[config.mk]
export PLATFORM = sky130hd
export DESIGN_NAME = statusIrqTop
export DESIGN_NICKNAME = d
export VERILOG_FILES = /design/src/rtl/statusIrqPkg.sv /design/src/rtl/statusIrqSync.sv /design/src/rtl/statusIrqDecode.sv /design/src/rtl/statusIrqDatapath.sv /design/src/rtl/statusIrqTop.sv
export SDC_FILE = /design/constraint.sdc
export NUM_CORES = 1
export LEC_CHECK = 0
export BUFFER_PORTS_ARGS = -buffer_cell sky130_fd_sc_hd__buf_2
export CORE_MARGIN = 1
export CORE_UTILIZATION = 50
export DETAILED_ROUTE_END_ITERATION = 10
export PLACE_DENSITY = 0.7
export SYNTH_ARGS = -nofsm -noshare
export SYNTH_HDL_FRONTEND = slang
export SYNTH_SLANG_ARGS = --single-unit
[constraint.sdc]
create_clock -name clk -period 5.05 [get_ports clk]
set_input_delay 0.7575 -clock clk [delete_from_list [all_inputs] [get_ports clk]]
set_output_delay 0.7575 -clock clk [all_outputs]
set_load 0.01 [all_outputs]
[src/rtl/statusIrqPkg.sv]
package statusIrqPkg;

  localparam int unsigned ADDR_W = 12;

  // byte offsets of the register window
  localparam logic [ADDR_W-1:0] OFS_ENABLE = 12'h830;
  localparam logic [ADDR_W-1:0] OFS_MASK   = 12'h834;
  localparam logic [ADDR_W-1:0] OFS_TYPE   = 12'h838;
  localparam logic [ADDR_W-1:0] OFS_POL    = 12'h83C;
  localparam logic [ADDR_W-1:0] OFS_MSKST  = 12'h840;
  localparam logic [ADDR_W-1:0] OFS_RAWST  = 12'h844;
  localparam logic [ADDR_W-1:0] OFS_EOI    = 12'h84C;
  localparam logic [ADDR_W-1:0] OFS_PORT   = 12'h850;

  typedef enum logic [2:0] {
    RD_NONE,
    RD_ENABLE,
    RD_MASK,
    RD_TYPE,
    RD_POL,
    RD_MASKED,
    RD_RAW,
    RD_PORT
  } rdSel_e;

  // strobes from the decoder to the datapath
  typedef struct packed {
    logic   wrEnable;
    logic   wrMask;
    logic   wrType;
    logic   wrPol;
    logic   wrEoi;
    rdSel_e rdSel;
  } ctlStrobe_t;

endpackage

[src/rtl/statusIrqSync.sv]
module statusIrqSync #(
  parameter int unsigned WIDTH  = 12,
  parameter int unsigned STAGES = 2
) (
  input  logic             clk,
  input  logic             rstN,
  input  logic [WIDTH-1:0] din,
  output logic [WIDTH-1:0] dout
);

  logic [WIDTH-1:0] stage [STAGES];

  for (genvar g = 0; g < STAGES; g++) begin : gStage
    if (g == 0) begin : gFirst
      always_ff @(posedge clk or negedge rstN) begin
        if (!rstN) stage[g] <= '0;
        else       stage[g] <= din;
      end
    end else begin : gNext
      always_ff @(posedge clk or negedge rstN) begin
        if (!rstN) stage[g] <= '0;
        else       stage[g] <= stage[g-1];
      end
    end
  end

  assign dout = stage[STAGES-1];

endmodule

[src/rtl/statusIrqDecode.sv]
module statusIrqDecode
  import statusIrqPkg::*;
(
  input  logic [ADDR_W-1:0] busAddr,
  input  logic              busWrEn,
  output ctlStrobe_t        ctl
);

  always_comb begin
    ctl       = '0;
    ctl.rdSel = RD_NONE;
    case (busAddr)
      OFS_ENABLE: begin ctl.wrEnable = busWrEn; ctl.rdSel = RD_ENABLE; end
      OFS_MASK:   begin ctl.wrMask   = busWrEn; ctl.rdSel = RD_MASK;   end
      OFS_TYPE:   begin ctl.wrType   = busWrEn; ctl.rdSel = RD_TYPE;   end
      OFS_POL:    begin ctl.wrPol    = busWrEn; ctl.rdSel = RD_POL;    end
      OFS_MSKST:  ctl.rdSel = RD_MASKED;
      OFS_RAWST:  ctl.rdSel = RD_RAW;
      OFS_EOI:    ctl.wrEoi = busWrEn;
      OFS_PORT:   ctl.rdSel = RD_PORT;
      default:    ;
    endcase
  end

endmodule

[src/rtl/statusIrqDatapath.sv]
module statusIrqDatapath
  import statusIrqPkg::*;
#(
  parameter int unsigned NUM_IN      = 12,
  parameter int unsigned SYNC_STAGES = 2
) (
  input  logic              clk,
  input  logic              rstN,
  input  logic [NUM_IN-1:0] monIn,
  input  ctlStrobe_t        ctl,
  input  logic [NUM_IN-1:0] wrData,
  output logic [NUM_IN-1:0] rdData,
  output logic              irqOut,
  output logic [NUM_IN-1:0] syncVal,
  output logic [NUM_IN-1:0] edgeEvt,
  output logic [NUM_IN-1:0] edgeLatch,
  output logic [NUM_IN-1:0] enReg,
  output logic [NUM_IN-1:0] typeReg
);

  logic [NUM_IN-1:0] maskReg;
  logic [NUM_IN-1:0] polReg;
  logic [NUM_IN-1:0] prevVal;
  logic [NUM_IN-1:0] eoiBits;
  logic [NUM_IN-1:0] latchNext;
  logic [NUM_IN-1:0] levelAct;
  logic [NUM_IN-1:0] rawStat;
  logic [NUM_IN-1:0] maskedStat;

  statusIrqSync #(
    .WIDTH (NUM_IN),
    .STAGES(SYNC_STAGES)
  ) uSync (
    .clk (clk),
    .rstN(rstN),
    .din (monIn),
    .dout(syncVal)
  );

  // control registers
  always_ff @(posedge clk or negedge rstN) begin
    if (!rstN) begin
      enReg   <= '0;
      maskReg <= '0;
      typeReg <= '0;
      polReg  <= '0;
    end else begin
      if (ctl.wrEnable) enReg   <= wrData;
      if (ctl.wrMask)   maskReg <= wrData;
      if (ctl.wrType)   typeReg <= wrData;
      if (ctl.wrPol)    polReg  <= wrData;
    end
  end

  // edge detection on the synchronised vector
  always_ff @(posedge clk or negedge rstN) begin
    if (!rstN) prevVal <= '0;
    else       prevVal <= syncVal;
  end

  assign edgeEvt = (syncVal & ~prevVal & polReg) | (~syncVal & prevVal & ~polReg);
  assign eoiBits = ctl.wrEoi ? wrData : '0;

  // a new event outranks a clear in the same cycle
  assign latchNext = enReg & typeReg & ((edgeLatch & ~eoiBits) | edgeEvt);

  always_ff @(posedge clk or negedge rstN) begin
    if (!rstN) edgeLatch <= '0;
    else       edgeLatch <= latchNext;
  end

  // status vectors
  assign levelAct   = ~(syncVal ^ polReg);
  assign rawStat    = (typeReg & edgeLatch) | (~typeReg & levelAct);
  assign maskedStat = rawStat & enReg & ~maskReg;
  assign irqOut     = |maskedStat;

  // read mux
  always_comb begin
    case (ctl.rdSel)
      RD_ENABLE: rdData = enReg;
      RD_MASK:   rdData = maskReg;
      RD_TYPE:   rdData = typeReg;
      RD_POL:    rdData = polReg;
      RD_MASKED: rdData = maskedStat;
      RD_RAW:    rdData = rawStat;
      RD_PORT:   rdData = syncVal;
      default:   rdData = '0;
    endcase
  end

endmodule

[src/rtl/statusIrqTop.sv]
module statusIrqTop
  import statusIrqPkg::*;
#(
  parameter int unsigned NUM_IN      = 12,
  parameter int unsigned SYNC_STAGES = 2
) (
  input  logic              clk,
  input  logic              rstN,
  input  logic [NUM_IN-1:0] monIn,
  input  logic [ADDR_W-1:0] busAddr,
  input  logic              busWrEn,
  input  logic [NUM_IN-1:0] busWrData,
  output logic [NUM_IN-1:0] busRdData,
  output logic              irqOut
);

  ctlStrobe_t        ctl;
  logic [NUM_IN-1:0] syncVal;
  logic [NUM_IN-1:0] edgeEvt;
  logic [NUM_IN-1:0] edgeLatch;
  logic [NUM_IN-1:0] enReg;
  logic [NUM_IN-1:0] typeReg;

  statusIrqDecode uDecode (
    .busAddr(busAddr),
    .busWrEn(busWrEn),
    .ctl    (ctl)
  );

  statusIrqDatapath #(
    .NUM_IN     (NUM_IN),
    .SYNC_STAGES(SYNC_STAGES)
  ) uPath (
    .clk      (clk),
    .rstN     (rstN),
    .monIn    (monIn),
    .ctl      (ctl),
    .wrData   (busWrData),
    .rdData   (busRdData),
    .irqOut   (irqOut),
    .syncVal  (syncVal),
    .edgeEvt  (edgeEvt),
    .edgeLatch(edgeLatch),
    .enReg    (enReg),
    .typeReg  (typeReg)
  );

endmodule

== After elaboration in Yosys (flattened, before gate mapping) ==
Cells that the tools add are included.
Word-level totals
  logic and storage cells: 54
  bits in registers: 96
Operators by class
  multiplexer cells: 8
  reduce and logical (&&, ||, !) cells: 1
  equality and inequality tests: 15
  bitwise logic cells: 22
Operators with widths (count)
  $and 12x12->12: 11
  $eq 12x12->1 const B: 8
  $not 12->12: 7
  $pmux 12 s7: 1
  $or 12x12->12: 3
  $pmux 3 s7: 1
  $eq 3x3->1 const B: 4
  $mux 12: 1
  $reduce_or 12->1: 1
  $xor 12x12->12: 1
  $eq 3x2->1 const B: 2
  $mux 1: 5
  $eq 3x1->1 const B: 1

== Longest topological paths before layout ==
  depth after elaboration: 7
  mapped depth: 8
  depth with buffers taken out: 5

== Hierarchy ==
From an unflattened synthesis, not the netlist that was laid out.
Second synthesis, totals
  cell total of the unflattened synthesis: 463
  area total of the unflattened synthesis: 4862.2 um2
Modules (own cells, without submodules)
  statusIrqDatapath: area an instance 3938.8 um2, times used 1, sequential area each 1801.7 um2, cells an instance 398
  statusIrqSync: area an instance 690.7 um2, times used 1, sequential area each 600.6 um2, cells an instance 36
  statusIrqDecode: area an instance 232.7 um2, times used 1, sequential area each 0.0 um2, cells an instance 29

== Least setup slack after synthesis ==
No wires, ideal clock.
  path kind: input port to output port
  start: input port busAddr[6]
  end: output port busRdData[3]
  cell stages on the path: 5
  data arrival time: 2421 ps
  setup slack: 1871 ps
  buffers on the path: 0
  data required time: 4293 ps
  path through: or4b_1 > or4b_1 > or3_1 > o22ai_1 > a211o_1
Between the ends
  cells in the longest elaborated chain, start to end: 4
  elaborated cells between the ends (all ways): 16
Ends and longest elaborated chain
  from (decl): RTL line statusIrqTop.sv:10  | input logic [ADDR_W-1:0] busAddr,
  $eq 12x12->1: RTL line statusIrqDecode.sv:12  | case (busAddr)
  $pmux 3 s7 *: RTL line statusIrqDecode.sv:12
  $eq 3x3->1 (tied with other cells): RTL line statusIrqDatapath.sv:80  | case (ctl.rdSel)
  $pmux 12 s7 *: RTL line statusIrqDatapath.sv:80
  to (decl): RTL line statusIrqTop.sv:13  | output logic [NUM_IN-1:0] busRdData,
Mark *: on every way between the ends. The rest lies on a longest branch, timed or not.

== Worst setup path after layout ==
  start: input port busAddr[3]
  end: output port busRdData[10]
Same word-level chain as after synthesis.

==> impl_results.md <==
* Final period utilization at 0.763
* Synthesis-to-finish area growth at 11.9%
* Data arrival, critical path at 3.10 ns
* Reg clk slew, reported paths at 0.10 ns
* Ys Warns at 0
* Drt total wl at 11,500 um
* Iteration-0 DRC Markers at between 200 and 300
* Hold_ws at between 0.3 and 0.4 ns
* Post-CTS Resized at 0
* Async S/R FF share, synth at 1.00
* HP Start: uPath.uSync.stage[20]
* Core box area at ~8800 um2
* Ports at 52
* EDFF count, synth at 0
* Register-to-Register Path Depth at 3
* Placed Area at ~5000 um2
* Max_slew headroom at 0.263
* Setup TNS at 0 ns
* PortBufs at 51
* Pin count of the biggest net entering global routing at 50
* Hold buffer count at cts at 0
* Critical path type: in2out
* Die ar. at 9700 um2
* GRT overflow at 0
* Mapped Area at 4650 um2
* Worst R2R End: uPath.edgeLatch[1]
* Post-route ant nets at 0
* Fmax at roughly 0.26 GHz
* Hold Crit Endpoint: uPath.uSync.dout[8]
* Synth top area cells: dfrtp_1, mux2_2, nand2_1
* Die X at 98.5 um
* Crit end category: output port
* Placer congestion estimate at around 0.92
* Minimum clock period at 3.85 ns
* Fin. Hold Viols at 0
* First-pass DRT Iterations at 8
* Clk buf depth at 2
* Ys flop type: dfrtp_1
* Row count at 34
* CTS Buf Count at 9
* Critical Path Source Type: primary input
* Leakage power at 0.00235 uW
* FF-to-FF Start: uPath.polReg[1]
* Worst skew pair latency at 0.37 ns
* Post-synth top area share at 0.516
* Yosys cell types at 53
* Worst slew pin tran at between 1 and 1.5 ns
* Fillers at approximately 770
* Effective utilization at floorplan at 0.526
* HPWL after detailed placement at approximately 8000 um
* Final net count at 501
* Failing checks: design-rule violations
* Skew final at between 0.009 and 0.01 ns
* Hold Crit Class: reg2reg
* N_diodes at 0
* Multi-input gate area at ~2200 um2
* Vias/cell at 6.20
* Share of cells above drive strength 1 at 0.289
* Max VDD drop at 0.159 mV
* DIE HEIGHT at approximately 98 um
* Worst Path Required at between 4 and 5 ns
* Initial antenna violation count at 0
* Outcome: complete, but fails checks
* Reg2reg setup slack at 3.93 ns
* DR WL/cell at 19.9 um
* Final slew viol count at 0
* Synth area leader: dfrtp_1
* Finished layout cell area at roughly 5200 um2
* Sequential share of the synthesized area at 0.516
* DR DRC count at 3
* Cells after Synth at 412
* Gr usage total at 0.251
* Worst Path Max Fanout at 19
* Power Density at about 270 nW/um2
* Clk sinks at 96
* Global-route wire length before repair at 18,600 um
* Synth top cells by count: dfrtp_1, mux2_2, nand2_1, nor2_1
* Setup Buffers After CTS at 0
* Final setup violation count at 0
* Maxcap violations at 0
* Syn_nets at 451
* Via count at 3,567
* Vias in the first global route at between 3,000 and 4,000
* TritonCTS clock tree: built
* Worst Setup SP: busAddr[3]
* Syn avg cell area at 11.3 um2
* Hold path depth at 0
* Synthesized flop and latch total at 96
* Most common cell in the netlist: dfrtp_1
* Clock root buffer: clkbuf_8
* RSZ-0062 raised after global routing: no
* H-tree Lvls at 3
* Register Area at between 2000 and 2500 um2
==> cell type report <==
| cell class | count | area share |
|---|---|---|
| flip-flops and latches | 96 | 0.461 |
| multi-input cells | 299 | 0.421 |
| inverters | 3 | 0.00216 |
| repair buffers | 53 | 0.0524 |
| well taps | 108 | 0.0260 |
| clock buffers | 10 | 0.0245 |
| clock inverters | 6 | 0.0130 |
==> logic make-up (layout without fill, tap and decap cells) <==
kind of cell	count (synthesis)	in the layout	synth area share
multiplexers	61	61	0.154
XOR/XNOR	11	11	0.0207
AO/OA/AOI/OAI	77	77	0.122
buffers and inverters	17	72	0.0167
AND/OR/NAND/NOR	150	150	0.171
flip-flops	96	96	0.516
==> state kept, by name, indices dropped and copies added (netlist names) <==
signal / count
uPath.edgeLatch: 12
uPath.typeReg: 12
uPath.uSync.stage: 12
uPath.polReg: 12
uPath.uSync.dout: 12
uPath.enReg: 12
uPath.maskReg: 12
uPath.prevVal: 12
==> where the power goes <==
group / switching, uW / internal [uW]
combinational: 51.9 / 30.9
sequential: 13.4 / 784
clock: 272 / 231
total: 337 / 1050
==> critical path, cell delays in order <==
cell and delay (ns):
buf_2 0.24, or4_1 0.76, nor4_1 0.35, and3_1 0.51, a21oi_1 0.12, o21ai_0 0.15
buf_2 0.20
==> layer usage <==
metal	global-route usage	share of wire	vias up
li1	-	-	1632
met1	0.329	0.43	1762
met2	0.409	0.48	156
met3	0.0582	0.075	17
met4	0.0953	0.018	0
met5	0	0	-
==> metrics by stage <==
stage	instances	utilization	worst slack (ns)	power, uW
finish	575	0.588	1.20	1380
global route	575	0.588	1.08	1440
detailed placement	559	0.566	1.29	896
floorplan	412	-	1.87	844
CTS	575	0.588	1.27	1400
global placement	559	0.566	1.35	893
==> cell usage in the layout, fill, tap and decap left out, drive strengths merged, types with 3 or more instances in the layout <==
master / count
mux2: 56
a222oi: 7
nor4: 4
nor2: 31
buf: 53
a22o: 3
clkbuf: 10
and2: 3
or3: 5
a31oi: 3
nor2b: 16
o22ai: 3
mux2i: 5
xor2: 6
o221ai: 3
a22oi: 4
o31ai: 3
and3: 3
dfrtp: 96
nor3b: 10
a21oi: 10
nand2b: 7
xnor2: 5
or4b: 4
nand3: 5
a211o: 5
inv: 4
nand2: 45
o21ai: 16
a221oi: 11
nor3: 7
==> how the worst max path moves through the flow <==
stage | cells after the start | endpoint
after floorplan | 5 | busRdData[3]
after global placement | 7 | busRdData[10]
final | 7 | busRdData[10]
after detailed placement | 7 | busRdData[7]
after global routing | 7 | busRdData[10]
after CTS | 7 | busRdData[7]
Power figures use the tool's default switching activity.
